## config.mk

```make
export PLATFORM = sky130hd
export DESIGN_NAME = sboot_seq
export DESIGN_NICKNAME = d
export VERILOG_FILES = /design/src/rtl/sbseq_pkg.sv /design/src/rtl/sbseq_sticky_cmp.sv /design/src/rtl/sbseq_hs_timer.sv /design/src/rtl/sboot_seq.sv
export SDC_FILE = /design/constraint.sdc
export NUM_CORES = 1
export LEC_CHECK = 0
export BUFFER_PORTS_ARGS = -buffer_cell sky130_fd_sc_hd__buf_2
export CORE_UTILIZATION = 45
export DETAILED_ROUTE_END_ITERATION = 10
export HOLD_SLACK_MARGIN = 0.03
export PLACE_DENSITY_LB_ADDON = 0.12
export RECOVER_POWER = 25
export SETUP_SLACK_MARGIN = 0.05
export SYNTH_ARGS = -nofsm -noshare
export SYNTH_HDL_FRONTEND = slang
export SYNTH_SLANG_ARGS = --single-unit
```

## constraint.sdc

```tcl
create_clock -name clk -period 5 [get_ports clk]
set_input_delay 0.5 -clock clk [delete_from_list [all_inputs] [get_ports clk]]
set_output_delay 0.5 -clock clk [all_outputs]
set_load 0.02 [all_outputs]
```

## src/rtl/sbseq_pkg.sv

```systemverilog
package sbseq_pkg;

   localparam int ERR_N  = 5;
   localparam int E_ZERO = 0;
   localparam int E_BIST = 1;
   localparam int E_H1   = 2;
   localparam int E_H2   = 3;
   localparam int E_CZ   = 4;

   typedef enum logic [4:0] {
      ST_IDLE, ST_ZCLR, ST_ZRD, ST_ZEND,
      ST_BGO, ST_BWAIT,
      ST_H1GO, ST_H1WAIT, ST_H1CMP, ST_H1END,
      ST_H2GO, ST_H2WAIT, ST_H2CMP, ST_H2END,
      ST_LOAD, ST_CZGO, ST_CZWAIT,
      ST_RUN, ST_HALT, ST_LOCK
   } seq_st_e;

endpackage

```

## src/rtl/sbseq_sticky_cmp.sv

```systemverilog
module sbseq_sticky_cmp #(
   parameter int W = 32
) (
   input  logic         clk,
   input  logic         rst_n,
   input  logic         clr,
   input  logic         en,
   input  logic [W-1:0] a,
   input  logic [W-1:0] b,
   output logic         diff
);
   if (W < 1) begin : g_bad_w
      $error("sbseq_sticky_cmp: W must be at least 1");
   end

   always_ff @(posedge clk or negedge rst_n) begin
      if (!rst_n)              diff <= 1'b0;
      else if (clr)            diff <= 1'b0;
      else if (en && (a != b)) diff <= 1'b1;
   end
endmodule

```

## src/rtl/sbseq_hs_timer.sv

```systemverilog
module sbseq_hs_timer #(
   parameter int LIMIT = 64
) (
   input  logic clk,
   input  logic rst_n,
   input  logic clr,
   input  logic run,
   output logic expired
);
   localparam int CW = $clog2(LIMIT + 1);

   if (LIMIT < 1) begin : g_bad_limit
      $error("sbseq_hs_timer: LIMIT must be at least 1");
   end

   logic [CW-1:0] cnt_q;

   always_ff @(posedge clk or negedge rst_n) begin
      if (!rst_n)                              cnt_q <= '0;
      else if (clr)                            cnt_q <= '0;
      else if (run && (cnt_q != CW'(LIMIT)))   cnt_q <= cnt_q + 1'b1;
   end

   assign expired = run && (cnt_q == CW'(LIMIT));
endmodule

```

## src/rtl/sboot_seq.sv

```systemverilog
module sboot_seq
   import sbseq_pkg::*;
#(
   parameter int NREGS        = 8,
   parameter int BANK_W       = 32,
   parameter int DIG_W        = 384,
   parameter int WORD_W       = 32,
   parameter int TMO_CYCLES   = 64,
   parameter bit BIST_PRESENT = 1'b1,
   localparam int AW = (NREGS > 1) ? $clog2(NREGS) : 1,
   localparam int DW = ((DIG_W / WORD_W) > 1) ? $clog2(DIG_W / WORD_W) : 1
) (
   input  logic              clk,
   input  logic              por_n,
   input  logic              power_ok,
   input  logic              mode_secure_i,
   input  logic              fuse_bist_en,
   input  logic              fuse_err_hide,
   input  logic              fuse_lock_on_err,
   output logic              bank_clr_o,
   output logic [AW-1:0]     bank_addr_o,
   input  logic [BANK_W-1:0] bank_rdata_i,
   output logic              bist_start_o,
   input  logic              bist_done_i,
   input  logic              bist_pass_i,
   output logic              hash_start_o,
   output logic              hash_rom_sel_o,
   input  logic              hash_done_i,
   output logic [DW-1:0]     dig_idx_o,
   input  logic [WORD_W-1:0] dig_word_i,
   input  logic [WORD_W-1:0] gold_word_i,
   input  logic              load_done_i,
   input  logic              load_target_i,
   output logic              czero_req_o,
   input  logic              czero_ack_i,
   output logic              rst_s2_n_o,
   output logic              rst_s3_n_o,
   output logic              rst_app_n_o,
   output logic              rst_rt_n_o,
   output logic              secure_mode_o,
   output logic              lockdown_o,
   output logic [ERR_N-1:0]  err_status_o,
   output logic [ERR_N-1:0]  dbg_err_o
);
   localparam int DIG_WORDS = DIG_W / WORD_W;
   localparam int IW        = (AW > DW) ? AW : DW;

   if (DIG_W % WORD_W != 0) begin : g_bad_dig
      $error("sboot_seq: DIG_W must be a multiple of WORD_W");
   end
   if (NREGS < 2) begin : g_bad_nregs
      $error("sboot_seq: NREGS must be at least 2");
   end
   if (DIG_WORDS < 2) begin : g_bad_words
      $error("sboot_seq: digest must span at least two words");
   end

   seq_st_e          st_q, nxt_st;
   logic [IW-1:0]    idx_q, idx_nxt;
   logic [3:0]       rel_q, rel_set;
   logic [ERR_N-1:0] err_q, err_set;
   logic             mode_q, mode_nxt;
   logic             tgt_q, tgt_nxt;
   logic             bist_on, tmo, zdiff, ddiff;
   logic             is_go, is_wait, is_dcmp;

   // Self-test option: the fuse only counts when the test logic exists.
   if (BIST_PRESENT) begin : g_bist
      assign bist_on = fuse_bist_en;
   end else begin : g_no_bist
      assign bist_on = 1'b0;
   end

   assign is_go   = (st_q == ST_BGO) || (st_q == ST_H1GO) ||
                    (st_q == ST_H2GO) || (st_q == ST_CZGO);
   assign is_wait = (st_q == ST_BWAIT) || (st_q == ST_H1WAIT) ||
                    (st_q == ST_H2WAIT) || (st_q == ST_CZWAIT);
   assign is_dcmp = (st_q == ST_H1CMP) || (st_q == ST_H2CMP);

   sbseq_hs_timer #(.LIMIT(TMO_CYCLES)) u_tmr (
      .clk(clk), .rst_n(por_n), .clr(is_go), .run(is_wait), .expired(tmo)
   );

   sbseq_sticky_cmp #(.W(BANK_W)) u_zcmp (
      .clk(clk), .rst_n(por_n), .clr(st_q == ST_ZCLR), .en(st_q == ST_ZRD),
      .a(bank_rdata_i), .b('0), .diff(zdiff)
   );

   sbseq_sticky_cmp #(.W(WORD_W)) u_dcmp (
      .clk(clk), .rst_n(por_n), .clr((st_q == ST_H1GO) || (st_q == ST_H2GO)),
      .en(is_dcmp), .a(dig_word_i), .b(gold_word_i), .diff(ddiff)
   );

   always_comb begin
      nxt_st   = st_q;
      idx_nxt  = idx_q;
      rel_set  = '0;
      err_set  = '0;
      mode_nxt = mode_q;
      tgt_nxt  = tgt_q;
      unique case (st_q)
         ST_IDLE: if (power_ok) begin
            mode_nxt = mode_secure_i;
            nxt_st   = ST_ZCLR;
         end
         ST_ZCLR: begin
            idx_nxt = '0;
            nxt_st  = ST_ZRD;
         end
         ST_ZRD: if (idx_q == IW'(NREGS - 1)) begin
            idx_nxt = '0;
            nxt_st  = ST_ZEND;
         end else begin
            idx_nxt = idx_q + 1'b1;
         end
         ST_ZEND: begin
            err_set[E_ZERO] = zdiff;
            if (zdiff && fuse_lock_on_err) nxt_st = ST_LOCK;
            else                           nxt_st = bist_on ? ST_BGO : ST_H1GO;
         end
         ST_BGO: nxt_st = ST_BWAIT;
         ST_BWAIT: if (bist_done_i || tmo) begin
            err_set[E_BIST] = !(bist_done_i && bist_pass_i);
            nxt_st = (err_set[E_BIST] && fuse_lock_on_err) ? ST_LOCK : ST_H1GO;
         end
         ST_H1GO: nxt_st = ST_H1WAIT;
         ST_H1WAIT: if (hash_done_i) begin
            idx_nxt = '0;
            nxt_st  = ST_H1CMP;
         end else if (tmo) begin
            err_set[E_H1] = 1'b1;
            nxt_st = fuse_lock_on_err ? ST_LOCK : ST_HALT;
         end
         ST_H1CMP: if (idx_q == IW'(DIG_WORDS - 1)) begin
            idx_nxt = '0;
            nxt_st  = ST_H1END;
         end else begin
            idx_nxt = idx_q + 1'b1;
         end
         ST_H1END: if (ddiff) begin
            err_set[E_H1] = 1'b1;
            nxt_st = fuse_lock_on_err ? ST_LOCK : ST_HALT;
         end else begin
            rel_set[0] = 1'b1;
            nxt_st     = ST_H2GO;
         end
         ST_H2GO: nxt_st = ST_H2WAIT;
         ST_H2WAIT: if (hash_done_i) begin
            idx_nxt = '0;
            nxt_st  = ST_H2CMP;
         end else if (tmo) begin
            err_set[E_H2] = 1'b1;
            rel_set[1]    = 1'b1;
            nxt_st = fuse_lock_on_err ? ST_LOCK : ST_LOAD;
         end
         ST_H2CMP: if (idx_q == IW'(DIG_WORDS - 1)) begin
            idx_nxt = '0;
            nxt_st  = ST_H2END;
         end else begin
            idx_nxt = idx_q + 1'b1;
         end
         ST_H2END: begin
            err_set[E_H2] = ddiff;
            rel_set[1]    = 1'b1;
            nxt_st = (ddiff && fuse_lock_on_err) ? ST_LOCK : ST_LOAD;
         end
         ST_LOAD: if (load_done_i) begin
            tgt_nxt = load_target_i;
            nxt_st  = ST_CZGO;
         end
         ST_CZGO: nxt_st = ST_CZWAIT;
         ST_CZWAIT: if (czero_ack_i || tmo) begin
            err_set[E_CZ] = !czero_ack_i;
            rel_set[tgt_q ? 3 : 2] = 1'b1;
            nxt_st = (!czero_ack_i && fuse_lock_on_err) ? ST_LOCK : ST_RUN;
         end
         default: nxt_st = st_q;
      endcase
   end

   always_ff @(posedge clk or negedge por_n) begin
      if (!por_n) begin
         st_q   <= ST_IDLE;
         idx_q  <= '0;
         rel_q  <= '0;
         err_q  <= '0;
         mode_q <= 1'b0;
         tgt_q  <= 1'b0;
      end else begin
         st_q   <= nxt_st;
         idx_q  <= idx_nxt;
         rel_q  <= (nxt_st == ST_LOCK) ? 4'b0000 : (rel_q | rel_set);
         err_q  <= err_q | err_set;
         mode_q <= mode_nxt;
         tgt_q  <= tgt_nxt;
      end
   end

   assign bank_clr_o     = (st_q == ST_ZCLR);
   assign bank_addr_o    = idx_q[AW-1:0];
   assign bist_start_o   = (st_q == ST_BGO);
   assign hash_start_o   = (st_q == ST_H1GO) || (st_q == ST_H2GO);
   assign hash_rom_sel_o = (st_q == ST_H2GO) || (st_q == ST_H2WAIT) ||
                           (st_q == ST_H2CMP) || (st_q == ST_H2END);
   assign dig_idx_o      = idx_q[DW-1:0];
   assign czero_req_o    = (st_q == ST_CZGO);
   assign rst_s2_n_o     = rel_q[0];
   assign rst_s3_n_o     = rel_q[1];
   assign rst_app_n_o    = rel_q[2];
   assign rst_rt_n_o     = rel_q[3];
   assign secure_mode_o  = mode_q;
   assign lockdown_o     = (st_q == ST_LOCK);
   assign err_status_o   = err_q;
   assign dbg_err_o      = fuse_err_hide ? '0 : err_q;
endmodule

```

# Yosys cells after proc, flatten, opt, wreduce, memory -nomap -nowiden
# Index checks and enable logic that the tools add are counted.
# W data, S select, Z words.
dict set report op_classes {
  n_lt_le_gt_ge 2
  addsub 2
  shift 0
  n_div 0
  n_mul 0
  reduce_logical 36
  eq_ne 24
  muxes 50
  bitwise 2
}
# cell count
set op_table {}
lappend op_table {{$mux W5} 17}
lappend op_table {{$pmux W5 S17} 1}
lappend op_table {{$eq A5 B4 Y1 const B} 8}
lappend op_table {{$ne A32 B32 Y1} 1}
lappend op_table {{$reduce_bool A32 Y1} 1}
lappend op_table {{$eq A5 B3 Y1 const B} 4}
lappend op_table {{$mux W4} 5}
lappend op_table {{$mux W1} 16}
lappend op_table {{$pmux W4 S4} 1}
lappend op_table {{$eq A5 B5 Y1 const B} 3}
lappend op_table {{$mux W7} 2}
lappend op_table {{$logic_or A1 B1 Y1} 13}
lappend op_table {{$eq A5 B2 Y1 const B} 2}
lappend op_table {{$logic_and A1 B1 Y1} 10}
lappend op_table {{$add A7 B1 Y7 const B} 1}
lappend op_table {{$eq A7 B7 Y1 const B} 1}
lappend op_table {{$ne A7 B7 Y1 const B} 1}
lappend op_table {{$mux W2} 3}
lappend op_table {{$pmux W1 S2} 3}
lappend op_table {{$reduce_and A2 Y1} 3}
lappend op_table {{$reduce_bool A2 Y1} 3}
lappend op_table {{$eq A5 B1 Y1 const B} 1}
lappend op_table {{$logic_not A5 Y1} 1}
lappend op_table {{$or A5 B5 Y5} 1}
lappend op_table {{other kinds (12)} 14}
dict set report totals {
  latch_bits 0
  inputBits 109
  register_bits 29
  romBits 0
  word_cells 125
  memories 0
  ramBits 0
  out_inout_bits 28
}

# Depth between registers and ports, before layout
# Gate-level depths: netlist (run 1).
dict set report logic_depth {
  depth_word 10
  depth_mapped 9
  ltp_nobuf 8
}

# Modules after synthesis
# A second synthesis (run 1) with hierarchy kept.
dict set report hier_totals {
  hier_cells 339
  area_unflattened_um2 2886.5
}
# mod cells_each area_each_um2 instances
set modules_own_cells {}
lappend modules_own_cells {sboot_seq 202 1702.9 1}
lappend modules_own_cells {sbseq_sticky_cmp 47 387.9 2}
lappend modules_own_cells {sbseq_hs_timer 43 407.9 1}

# Worst setup path before layout (run 1)
# OpenSTA, ideal clock, no wires.
dict set report synth_path {
  kind {reg2reg}
  from {register st_q[1]}
  to {register rel_q[0]}
  t_required_ns 4.871
  setup_ns 0.129
  path_stages_with_launch 9
  t_arrival_ns 2.320
  setup_slack_ns 2.551
  cell_sequence {dfrtp_1 buf_6 nor3_1 nand3b_1 a21oi_4 mux2_2 o32a_4 nor4b_4 nor2_1}
}
dict set report synth_via {
  elab_chain_cells 10
  word_cells_on_any_way 40
  classes_between {eq/ne (17); mux (15); bitwise (1); reduce/logical (7)}
}
# element line_no
set synth_rtl {}
lappend synth_rtl {{from (decl)} sboot_seq.sv:58} ;# seq_st_e st_q, nxt_st;
lappend synth_rtl {{from (signal assigned)} sboot_seq.sv:190} ;# st_q <= nxt_st;
lappend synth_rtl {{$eq A5 B3 Y1} {sboot_seq.sv:76, sboot_seq.sv:101}}
lappend synth_rtl {{$logic_or A1 B1 Y1 (2 in series)} sboot_seq.sv:76} ;# assign is_wait = (st_q == ST_BWAIT) || (st_q == ST_H1WAIT) ||
lappend synth_rtl {{$logic_or A1 B1 Y1} sboot_seq.sv:77} ;# (st_q == ST_H2WAIT) || (st_q == ST_CZWAIT);
lappend synth_rtl {{$logic_and A1 B1 Y1} sbseq_hs_timer.sv:24} ;# assign expired = run && (cnt_q == CW'(LIMIT));
lappend synth_rtl {{$mux W5, or another cell as far along} sboot_seq.sv:151} ;# end else if (tmo) begin
lappend synth_rtl {{$mux W5, on equally long branches} -}
lappend synth_rtl {{$pmux W5 S17 *} sboot_seq.sv:101} ;# unique case (st_q)
lappend synth_rtl {{named net nxt_st[2]} sboot_seq.sv:58}
lappend synth_rtl {{$eq A5 B5 Y1 *} sboot_seq.sv:192} ;# rel_q <= (nxt_st == ST_LOCK) ? 4'b0000 : (rel_q | rel_set);
lappend synth_rtl {{$mux W4 *} sboot_seq.sv:192}
lappend synth_rtl {{to (signal assigned)} sboot_seq.sv:192}
lappend synth_rtl {{to (decl)} sboot_seq.sv:60} ;# logic [3:0] rel_q, rel_set;
# The timed path passes the listed nets; every way through them passes the cells marked *.
# A chain may end at the register's enable or synchronous reset.

# Worst setup path in the final report (run 1)
dict set report layout_path {
  from {register st_q[1]}
  to {register rel_q[3]}
}
# Same word-level chain as after synthesis.

==> results of run 1 <==
final timing paths:
| kind | from | endpoint | slack, ns |
|---|---|---|---|
| hold reg to reg | err_status_o[4]$_DFF_PN0_ | err_status_o[4]$_DFF_PN0_ | 0.48 |
| setup / recovery | st_q[1]$_DFF_PN0_ | rel_q[3]$_DFF_PN0_ | 2.11 |
| max in group asynchronous | por_n | st_q[0]$_DFF_PN0_ | 3.49 |
| setup reg to reg | st_q[1]$_DFF_PN0_ | rel_q[3]$_DFF_PN0_ | 2.11 |
| min in group asynchronous | por_n | u_zcmp.diff$_DFFE_PN0P_ | 0.59 |
| hold / removal | mode_secure_i | secure_mode_o$_DFFE_PN0P_ | 0.46 |
layer usage:
layer  global-route usage  wire (um)  share of wire
met1                0.280       2770           0.40
met2                0.456       3640           0.53
met3               0.0455        364          0.053
met4               0.0846        119          0.017
met5                    0          0              0
state kept, by name, summed over array words and instances (netlist names):
name and cells:
dig_idx_o 4, tgt_q 1, st_q 5, rel_q 4, secure_mode_o 1, err_status_o 5
u_tmr.cnt_q 7, u_dcmp.diff 1, u_zcmp.diff 1
per-stage QoR:
stage,utilization,total power [W],cells,area (um^2)
floorplan,-,0.000969,288,2490
global placement,0.606,0.00113,477,3150
detailed placement,0.606,0.00115,477,3150
CTS,0.628,0.00141,485,3270
global route,0.628,0.00150,485,3270
finish,0.628,0.00140,485,3270
power groups by stage:
| stage | Clock [W] | Sequential, W | Combinational, W |
|---|---|---|---|
| after detailed placement | 0 | 0.000481 | 0.000666 |
| final | 0.000253 | 0.000480 | 0.000670 |
| after global placement | 0 | 0.000476 | 0.000656 |
| after CTS | 0.000260 | 0.000477 | 0.000670 |
| after global routing | 0.000268 | 0.000502 | 0.000729 |
| after floorplan | 0 | 0.000433 | 0.000536 |
kinds of logic (layout without fill, tap and decap cells):
group | after synthesis | count (layout) | share of synthesized area
buffers and inverters | 26 | 153 | 0.0543
flip-flops | 29 | 29 | 0.292
XOR/XNOR | 38 | 38 | 0.134
AO/OA/AOI/OAI | 56 | 56 | 0.180
adder cells (fa/ha/maj) | 3 | 3 | 0.0151
AND/OR/NAND/NOR | 130 | 130 | 0.298
multiplexers | 6 | 6 | 0.0272
critical path: stages (launching register included):
cell and delay [ns]:
dfrtp_1 0.63, nor3_1 0.35, nand3b_1 0.25, a21oi_4 0.30, mux2_2 0.37, o32a_4 0.39
nor4b_4 0.37, nor2_1 0.08
final cells by class:
| class | count | area (um^2) |
|---|---|---|
| inverters | 9 | 33.8 |
| clock inverters | 1 | 30.0 |
| well taps | 70 | 87.6 |
| clock buffers | 7 | 86.3 |
| repair buffers | 136 | 679 |
| multi-input cells | 233 | 1630 |
| flip-flops and latches | 29 | 726 |
| fillers | 476 | 1940 |
cell usage in the layout (no fill, tap or decap), types with 2 or more instances in the layout:
master    Yosys  layout
buf_2         3     135
xnor2_1      34      34
dfrtp_1      29      29
nor2_1       28      28
nand4_1      15      15
nor4_1       12      12
nand2_1      11      11
nor3_1       10      10
inv_1         9       9
nand2b_1      9       9
nor2b_1       9       9
o21ai_0       8       8
a21oi_1       8       8
nand3_1       6       6
mux2_2        6       6
clkbuf_8      0       6
and3_1        5       5
nor3b_1       5       5
or3_1         5       5
o211ai_1      4       4
xor2_1        4       4
or2_2         3       3
o31ai_1       3       3
a21o_1        3       3
o22ai_1       3       3
a22o_1        3       3
ha_1          3       3
and3b_1       2       2
a31oi_1       2       2
nand3b_1      2       2
a221o_1       2       2
o32ai_1       2       2
clkbuf_1      6       2
==> impl_metrics.tcl, run 1 <==
set metrics [dict create \
    outcome "finished with violations" \
    violations "capacitance limit, slew limit" \
    power_density_mw_per_mm2 429 \
    vias_in_the_first_global_route 2555 \
    final-setup-viol-count 0 \
    max-clock-path-buffers 2 \
    timing.critical_path.to_type "flop" \
    achievable-frequency_ghz 0.346 \
    timing.max_slew.rel_slack -0.0477 \
    postSynthNetCount 400 \
    drt_drc_violations_left 0 \
    total_routing_resource_utilization_after_global_routing 0.246 \
    synth_cell_types 61 \
    netSwitchingFraction 0.442 \
    timing.final.ws_setup_ns 2.11 \
    timing.final.hold_violations 0 \
    async_reset_ff_frac 1.00 \
    flow.area_growth_from_synthesis_pct 31.4 \
    cts_resized 0 \
    firstDrtPassIters 4 \
    worstRegToRegCells 7 \
    maxCapViolCount 1 \
    final_antenna_net_count 0 \
    totalNegativeSetupSlack_ns 0 \
    vdd.ir_drop.worst_uv 178 \
    post-route-min-period_ns 2.89 \
    port_buffers 136 \
    hold-path-cell-count 2 \
    seq_power_share 0.342 \
    critPathArrivalTime_ns 3.05 \
    clock_power_share 0.181 \
    postSynthRegisterBits 29 \
    worst-path-max-fanout 23 \
    synthesis.area_per_instance_um2 8.64 \
    cts.sinks 29 \
    power.static_leakage_nw 1.56 \
    initial_core_util 0.478 \
    grt_antenna_before_repair 0 \
    clock_tree.htree_level_count 2 \
    comb_power_share 0.477 \
    synth-seq-area-share 0.292 \
    gpl.final_weighted_congestion 0.875 \
    cts_post_setup_buffers_inserted 0 \
    number_of_enable_type_register_cells_in_the_synthesized_netlist 0 \
    dieWidth_um 76.3 \
    insertion_delay_ns 0.29 \
    synth-warning-count 0 \
    area_share_of_the_leading_cell_type_in_the_synthesized_netlist 0.292 \
    grt_setup_unrepaired "no" \
    die_area_mm2 0.00583 \
    ys.flop_type "dfrtp_1" \
    grt_overflow 0 \
    finalMaxSlewViolations 30 \
    placementRows 26 \
    wl_per_cell_um 14.2 \
    mappedNetlistArea_mm2 0.00249 \
    ys_top_cells_by_count "34 x xnor2_1, 29 x dfrtp_1, 28 x nor2_1" \
    cts-hold-fix-buffers 0 \
    cts_root_buf "clkbuf_8" \
    min_period_over_period 0.578 \
    hold_class "input pin to flop" \
    hpwlAfterDp_um 5470 \
    p_int_w 0.000783 \
    cts_buffers 5 \
    antennaDiodeCount 0 \
    fin_worst_hold_slack_ns 0.455 \
    synth.top_cells.by_area "dfrtp_1 29%, xnor2_1 12%, nor2_1 4.2%" \
    avgViaCountPerCell 5.45 \
    total_switching_power_w 0.000621 \
    grt_pass1_wl_um 11500 \
    cts_tree "done" \
    post_synth_inst_count 288 \
    post_route_skew_ns 0.00646 \
    dpl_worst_slack_ns 2.15 \
    ioPinCount 137 \
    synthDominantAreaCellType "dfrtp_1" \
    chipHeight_um 76.3 \
    core_area_mm2 0.00520 \
    timing.setup.critical_path_class "flop to flop" \
    clkSlewWorstSetupHoldPaths_ns 0.07 \
    fin_nets 526 \
    detail_route.iter0.violations 196 \
    detail_route.wirelength_um 6890 \
    synthMostInstantiatedCell "xnor2_1" \
    worstMarginPinSlew_ns 1.57 \
    worst_setup_path_start_kind "flop" \
    dr_total_vias 2643 \
    required_ns 5.16 \
    pin_count_of_the_biggest_net_entering_global_routing 30 \
    layout-drive-gt1-share 0.388 \
]
(Power assumes the default switching activity.)
==> run 2, diff against run 1 <==
- ABC_AREA: default -> 1
- CORE_UTILIZATION: 45 -> 41
- clock period: 5 -> 2.5 ns (I/O delays scaled with it)
==> run 2 against run 1 <==
Effect of this change: setup slack worse by 1.7 ns; the flow still finishes with violations (capacitance limit, slew limit); non-clock buffer count unchanged; clock power is 50% higher; critical endpoint is now rel_q[2]$_DFF_PN0_; sequential power shrank 2%; flip-flop and latch count unchanged; via count grew 8.8%; clock-buffer cell count is 1 lower; combinational power is 74% lower; routed wire length grew 1.8%; die area up 9.3%; area after synthesis down 0.15%; largest power group is now sequential cells.
==> impl_metrics.tcl, run 2 <==
set metrics [dict create \
    cp_peak_stage_delay_ns 0.48 \
    totalNegativeSetupSlack_ns 0 \
    final_core_util 0.580 \
    postSynthRegisterBits 29 \
    chipHeight_um 79.8 \
    synthDominantAreaCellType "dfrtp_1" \
    grt_antenna_before_repair 0 \
    mappedNetlistArea_mm2 0.00248 \
    clkSlewWorstSetupHoldPaths_ns 0.07 \
    worstMarginPinSlew_ns 1.65 \
    critPathTopFamily "simple AND/OR/NAND/NOR gates" \
    mostFrequentLayoutCell "buf_2" \
    final-setup-viol-count 0 \
    firstDrtPassIters 4 \
    avgViaCountPerCell 4.96 \
    die_area_mm2 0.00637 \
    netSwitchingFraction 0.261 \
    p_int_w 0.000758 \
    largest_register_ffs 7 \
    final_antenna_net_count 0 \
    worst-path-max-fanout 6 \
    power_density_mw_per_mm2 312 \
    dr_total_vias 2875 \
    max-clock-path-buffers 2 \
    required_ns 2.67 \
    core_area_mm2 0.00568 \
    crit_path_start "st_q[2]$_DFF_PN0_" \
    vdd.ir_drop.worst_uv 217 \
    timing.setup.critical_path_class "flop to flop" \
    synthMostInstantiatedCell "nand2_1" \
    timing.final.ws_setup_ns 0.402 \
    synth-warning-count 0 \
    dieWidth_um 79.8 \
    total_switching_power_w 0.000268 \
    drt_drc_violations_left 0 \
    rrSetupSlack_ns 0.40 \
    post-route-min-period_ns 2.10 \
    fin_nets 619 \
    top_register "u_tmr.cnt_q" \
    port_buffers 136 \
    critical_path.reg2reg.startpoint "st_q[2]$_DFF_PN0_" \
    cts.sinks 29 \
    vias_in_the_first_global_route 2718 \
    grt_setup_unrepaired "no" \
    final_cell_mix "135 x buf_2, 72 x nand2_1, 68 x inv_1, 51 x nor2_1, 29 x dfrtp_1" \
    clock_power_share 0.369 \
    crit_path_cell_trace "inv_1 > nand2_1 > inv_2 > nand3_1 > inv_2 > nor2_1 > nand4_1 > a21oi_2 > nand2_1 > nor2_2 > nand2_1 > nor2_2 > nor2_1" \
    achievable-frequency_ghz 0.477 \
    post_route_skew_ns 0.00740 \
    area_share_of_the_leading_cell_type_in_the_synthesized_netlist 0.292 \
    postSynthNetCount 481 \
    insertion_delay_ns 0.28 \
    grt_overflow 0 \
    placementRows 27 \
    cts_buffers 5 \
    timing.critical_path.to_type "flop" \
    gpl.final_weighted_congestion 0.931 \
    total_routing_resource_utilization_after_global_routing 0.231 \
    worst_setup_path_end "rel_q[2]$_DFF_PN0_" \
    number_of_enable_type_register_cells_in_the_synthesized_netlist 0 \
    detail_route.iter0.violations 138 \
    initial_core_util 0.438 \
    post_synth_inst_count 369 \
    hold_class "input pin to flop" \
    pin_count_of_the_biggest_net_entering_global_routing 30 \
    cts_post_setup_buffers_inserted 0 \
    wl_per_cell_um 12.1 \
    synth.top_cells.by_area "dfrtp_1 29%, nand2_1 11%, inv_1 10%" \
    cts-hold-fix-buffers 0 \
    outcome "finished with violations" \
    ys_top_cells_by_count "72 x nand2_1, 68 x inv_1, 51 x nor2_1" \
    synth-seq-area-share 0.292 \
    comb_power_share 0.171 \
    min_period_over_period 0.839 \
    async_reset_ff_frac 1.00 \
    ioPinCount 137 \
    violations "capacitance limit, slew limit" \
    maxCapViolCount 1 \
    timing.final.hold_violations 0 \
    worstRegToRegCells 13 \
    synth_cell_types 34 \
    ys.flop_type "dfrtp_1" \
    synthesis.area_per_instance_um2 6.73 \
    crit_path_frequent_cell "nand2_1" \
    power.static_leakage_nw 1.92 \
    seq_power_share 0.460 \
    grt_pass1_wl_um 11400 \
    detail_route.wirelength_um 7010 \
    worst_setup_path_start_kind "flop" \
    antennaDiodeCount 0 \
    fillers 549 \
    clock_tree.htree_level_count 2 \
    flow.area_growth_from_synthesis_pct 32.6 \
    critPathArrivalTime_ns 2.26 \
    dpl_worst_slack_ns 0.457 \
    layout-drive-gt1-share 0.329 \
    cts_root_buf "clkbuf_8" \
    cts_tree "done" \
    cp_slowest_cell "dfrtp_1" \
    cp_num_cells 13 \
    finalMaxSlewViolations 30 \
    timing.max_slew.rel_slack -0.103 \
    cts_resized 0 \
    path_buf_inv 3 \
    hpwlAfterDp_um 6030 \
    timing.rr.end "rel_q[2]$_DFF_PN0_" \
]
run 2: power by group through the flow:
| stage | clock network, W | registers [W] | logic [W] |
|---|---|---|---|
| 6_report | 0.000379 | 0.000472 | 0.000175 |
| 5_1_grt | 0.000406 | 0.000472 | 0.000196 |
| 4_1_cts | 0.000383 | 0.000472 | 0.000178 |
| 3_5_place_dp | 0 | 0.000481 | 0.000178 |
| 3_3_place_gp | 0 | 0.000481 | 0.000174 |
| 2_1_floorplan | 0 | 0.000479 | 0.0000683 |
run 2: cells by family after synthesis:
group / synth area share
flops: 0.292
xor+xnor: 0.102
simple gates: 0.382
fa+ha+maj: 0.0151
mux: 0.00907
compound gates: 0.0766
buf+inv: 0.122
run 2: worst register-to-register path, delay by kind of cell (launching register included):
family                 cells  cell delay (ns)
buffers and inverters      3             0.26
and+or+nand+nor            9             1.11
DFF                        1             0.48
AOI/OAI and AO/OA          1             0.14
run 2: layer usage:
layer / GRT usage / vias to the layer above / part of all wire
met5: 0 / - / 0
met3: 0.0457 / 16 / 0.072
met1: 0.264 / 1278 / 0.41
li1: - / 1454 / -
met2: 0.430 / 127 / 0.50
met4: 0.0696 / 0 / 0.021
run 2: how the worst min path moves through the flow:
| stage | to | start | cells past startpoint | slack (ns) |
|---|---|---|---|---|
| 4_1_cts | dig_idx_o[1]$_DFFE_PN0P_ | por_n | 1 | 0.03 |
| 5_1_grt | secure_mode_o$_DFFE_PN0P_ | mode_secure_i | 2 | 0.21 |
| 2_1_floorplan | dig_idx_o[0]$_DFFE_PN0P_ | por_n | 0 | -0.05 |
| 3_5_place_dp | err_status_o[1]$_DFF_PN0_ | por_n | 1 | 0.34 |
| 6_report | secure_mode_o$_DFFE_PN0P_ | mode_secure_i | 2 | 0.22 |
| 3_3_place_gp | err_status_o[1]$_DFF_PN0_ | por_n | 1 | 0.33 |
run 2: area by class of cell:
class	instances	area (um^2)	share of cell area
clock inverters	2	10.0	0.00304
clock buffers	6	72.6	0.0220
flip-flops and latches	29	726	0.220
repair buffers	136	679	0.206
well taps	72	90.1	0.0273
inverters	70	263	0.0798
multi-input cells	265	1450	0.441
run 2: metrics by stage:
| step | cell area, um^2 | total power, W | cells | hold WS [ns] |
|---|---|---|---|---|
| floorplan | 2480 | 0.000547 | 369 | -0.0456 |
| CTS | 3300 | 0.00103 | 580 | 0.0306 |
| finish | 3290 | 0.00103 | 580 | 0.216 |
| detailed placement | 3210 | 0.000658 | 572 | 0.337 |
| global route | 3290 | 0.00107 | 580 | 0.212 |
| global placement | 3210 | 0.000655 | 572 | 0.327 |
==> run 3, diff against run 2 <==
- ABC_AREA: 1 -> 0
- clock period: 2.5 -> 1.9 ns (I/O delays scaled with it)
==> run 3 against run 2 <==
Effect of this change: the run ends with DRC, setup timing left; fmax shrank 13%; sequential power grew 130%; flip-flop and latch count is the same; critical endpoint is now rel_q[0]$_DFF_PN0_.
==> impl_metrics.tcl, run 3 (synthesis results as in run 1) <==
set metrics [dict create \
    outcome "finished with violations" \
    violations "DRC, setup timing" \
    post-route-min-period_ns 2.42 \
    min_to "secure_mode_o$_DFFE_PN0P_" \
    cts_buffers 5 \
    pin_count_of_the_biggest_net_entering_global_routing 30 \
    total_routing_resource_utilization_after_global_routing 0.274 \
    largest_register_ffs 7 \
    timing.final.ws_setup_ns -0.516 \
    postPlaceCellArea_mm2 0.00376 \
    power.static_leakage_nw 2.02 \
    port_buffers 136 \
    dr_total_vias 2976 \
    core_area_mm2 0.00589 \
    fin_nets 614 \
    worst-path-max-fanout 7 \
    final_area_mm2 0.00418 \
    max-clock-path-buffers 2 \
    insertion_delay_ns 0.29 \
    avgViaCountPerCell 5.15 \
    rrSetupSlack_ns -0.52 \
    hpwlAfterDp_um 6650 \
    hold-path-cell-count 2 \
    detail_route.iter0.violations 136 \
    cts_root_buf "clkbuf_8" \
    timing.critical_path.to_type "flop" \
    timing.setup.critical_path_class "flop to flop" \
    min_period_over_period 1.27 \
    clkSlewWorstSetupHoldPaths_ns 0.07 \
    drt_drc_violations_left 1 \
    worstMarginPinSlew_ns 0.772 \
    cts.sinks 29 \
    mostFrequentLayoutCell "buf_2" \
    antennaDiodeCount 0 \
    fin_worst_hold_slack_ns 0.134 \
    crit_path_cell_trace "buf_4 > and3b_1 > o21bai_4 > a21oi_4 > buf_4 > o31ai_2 > buf_4 > o31ai_4 > nor4b_4 > nor2_1" \
    hp-start "mode_secure_i" \
    hold_class "input pin to flop" \
    dieWidth_um 79.9 \
    ioPinCount 137 \
    detail_route.wirelength_um 8340 \
    final_antenna_net_count 0 \
    chipHeight_um 79.9 \
    placementRows 28 \
    die_area_mm2 0.00638 \
    critical_path.reg2reg.startpoint "st_q[3]$_DFF_PN0_" \
    post_route_skew_ns 0.00552 \
    timing.max_slew.rel_slack 0.486 \
    gpl.final_weighted_congestion 0.914 \
    worstRegToRegCells 10 \
    final-setup-viol-count 14 \
    grt_setup_unrepaired "yes" \
    maxCapViolCount 0 \
    vdd.ir_drop.worst_uv 695 \
    vias_in_the_first_global_route 2930 \
    grt_overflow 0 \
    timing.rr.end "rel_q[0]$_DFF_PN0_" \
    cts_tree "done" \
    initial_core_util 0.423 \
    required_ns 2.06 \
    achievable-frequency_ghz 0.414 \
    worst_setup_path_start_kind "flop" \
    final_cell_mix "121 x buf_2, 77 x buf_4, 34 x xnor2_1, 24 x nor2_1, 24 x dfrtp_1" \
    grt_antenna_before_repair 0 \
    cp_slowest_cell "dfrtp_2" \
    grt_pass1_wl_um 13400 \
    flow.area_growth_from_synthesis_pct 68.2 \
    firstDrtPassIters 7 \
    crit_path_frequent_cell "buf_4" \
    cp_peak_stage_delay_ns 0.47 \
    power_density_mw_per_mm2 1170 \
    top_register "u_tmr.cnt_q" \
    critPathArrivalTime_ns 2.57 \
    clock_tree.htree_level_count 2 \
    wl_per_cell_um 14.4 \
    timing.final.hold_violations 0 \
    finalMaxSlewViolations 0 \
    layout-drive-gt1-share 0.535 \
]
[run 3: cell types whose count changed in the layout (fill, tap and decap cells not counted), moves of 20 or more]
cell / before / now
nor2_1: 51 / 24
buf_4: 0 / 77
xnor2_1: 7 / 34
nand3_1: 25 / 5
nand2_1: 72 / 11
inv_1: 68 / 9
[run 3: per-layer routing]
metal	global-route usage	share of wire
met4	0.0696	0.013
met3	0.0389	0.036
met1	0.312	0.41
met2	0.527	0.54
met5	0	0
[run 3: through the flow]
stage          instances   util  worst slack (ns)  total power, W  setup TNS (ns)
2_1_floorplan        288      -            -0.368         0.00263           -1.56
3_3_place_gp         556  0.638            -0.526         0.00375           -4.19
3_5_place_dp         556  0.638            -0.574         0.00378           -4.81
4_1_cts              574  0.691            -0.492         0.00473           -2.70
5_1_grt              578  0.711            -0.598         0.00519           -4.09
6_report             578  0.711            -0.516         0.00490           -2.83
[run 3: what timing repair did]
action	in CTS	in global routing
gates resized for setup	30	22
endpoints found under the hold margin	29	0
gates cloned	0	0
setup buffers	10	4
hold buffers	1	0
setup endpoints to repair	28	28
pin swaps	11	9
[run 3: report_power, final]
| group | total [W] | internal, W | switching, W |
|---|---|---|---|
| combinational | 0.00312 | 0.00161 | 0.00151 |
| sequential | 0.00110 | 0.000848 | 0.000249 |
| clock | 0.000682 | 0.000427 | 0.000255 |
| total | 0.00490 | 0.00289 | 0.00201 |
[run 3: final cells by class]
class	count	area, um^2
Clock buffer	7	86.3
Clock inverter	1	30.0
Multi-Input combinational cell	233	1800
Inverter	9	33.8
Timing Repair Buffer	224	1410
Fill cell	482	1700
Tap cell	75	93.8
Sequential cell	29	732
[run 3: worst max-delay path by stage]
stage | startpoint | to | slack (ns)
3_3_place_gp | st_q[0]$_DFF_PN0_ | rel_q[2]$_DFF_PN0_ | -0.53
4_1_cts | st_q[3]$_DFF_PN0_ | rel_q[0]$_DFF_PN0_ | -0.49
3_5_place_dp | st_q[2]$_DFF_PN0_ | rel_q[2]$_DFF_PN0_ | -0.57
2_1_floorplan | st_q[1]$_DFF_PN0_ | rel_q[0]$_DFF_PN0_ | -0.37
6_report | st_q[3]$_DFF_PN0_ | rel_q[0]$_DFF_PN0_ | -0.52
5_1_grt | st_q[3]$_DFF_PN0_ | rel_q[0]$_DFF_PN0_ | -0.60
[run 3: worst max-delay path, delay by kind of cell, from the launching register on]
kind / cells / cell delay, ns
flops: 1 / 0.47
compound gates: 4 / 0.60
buf+inv: 3 / 0.51
simple gates: 3 / 0.70
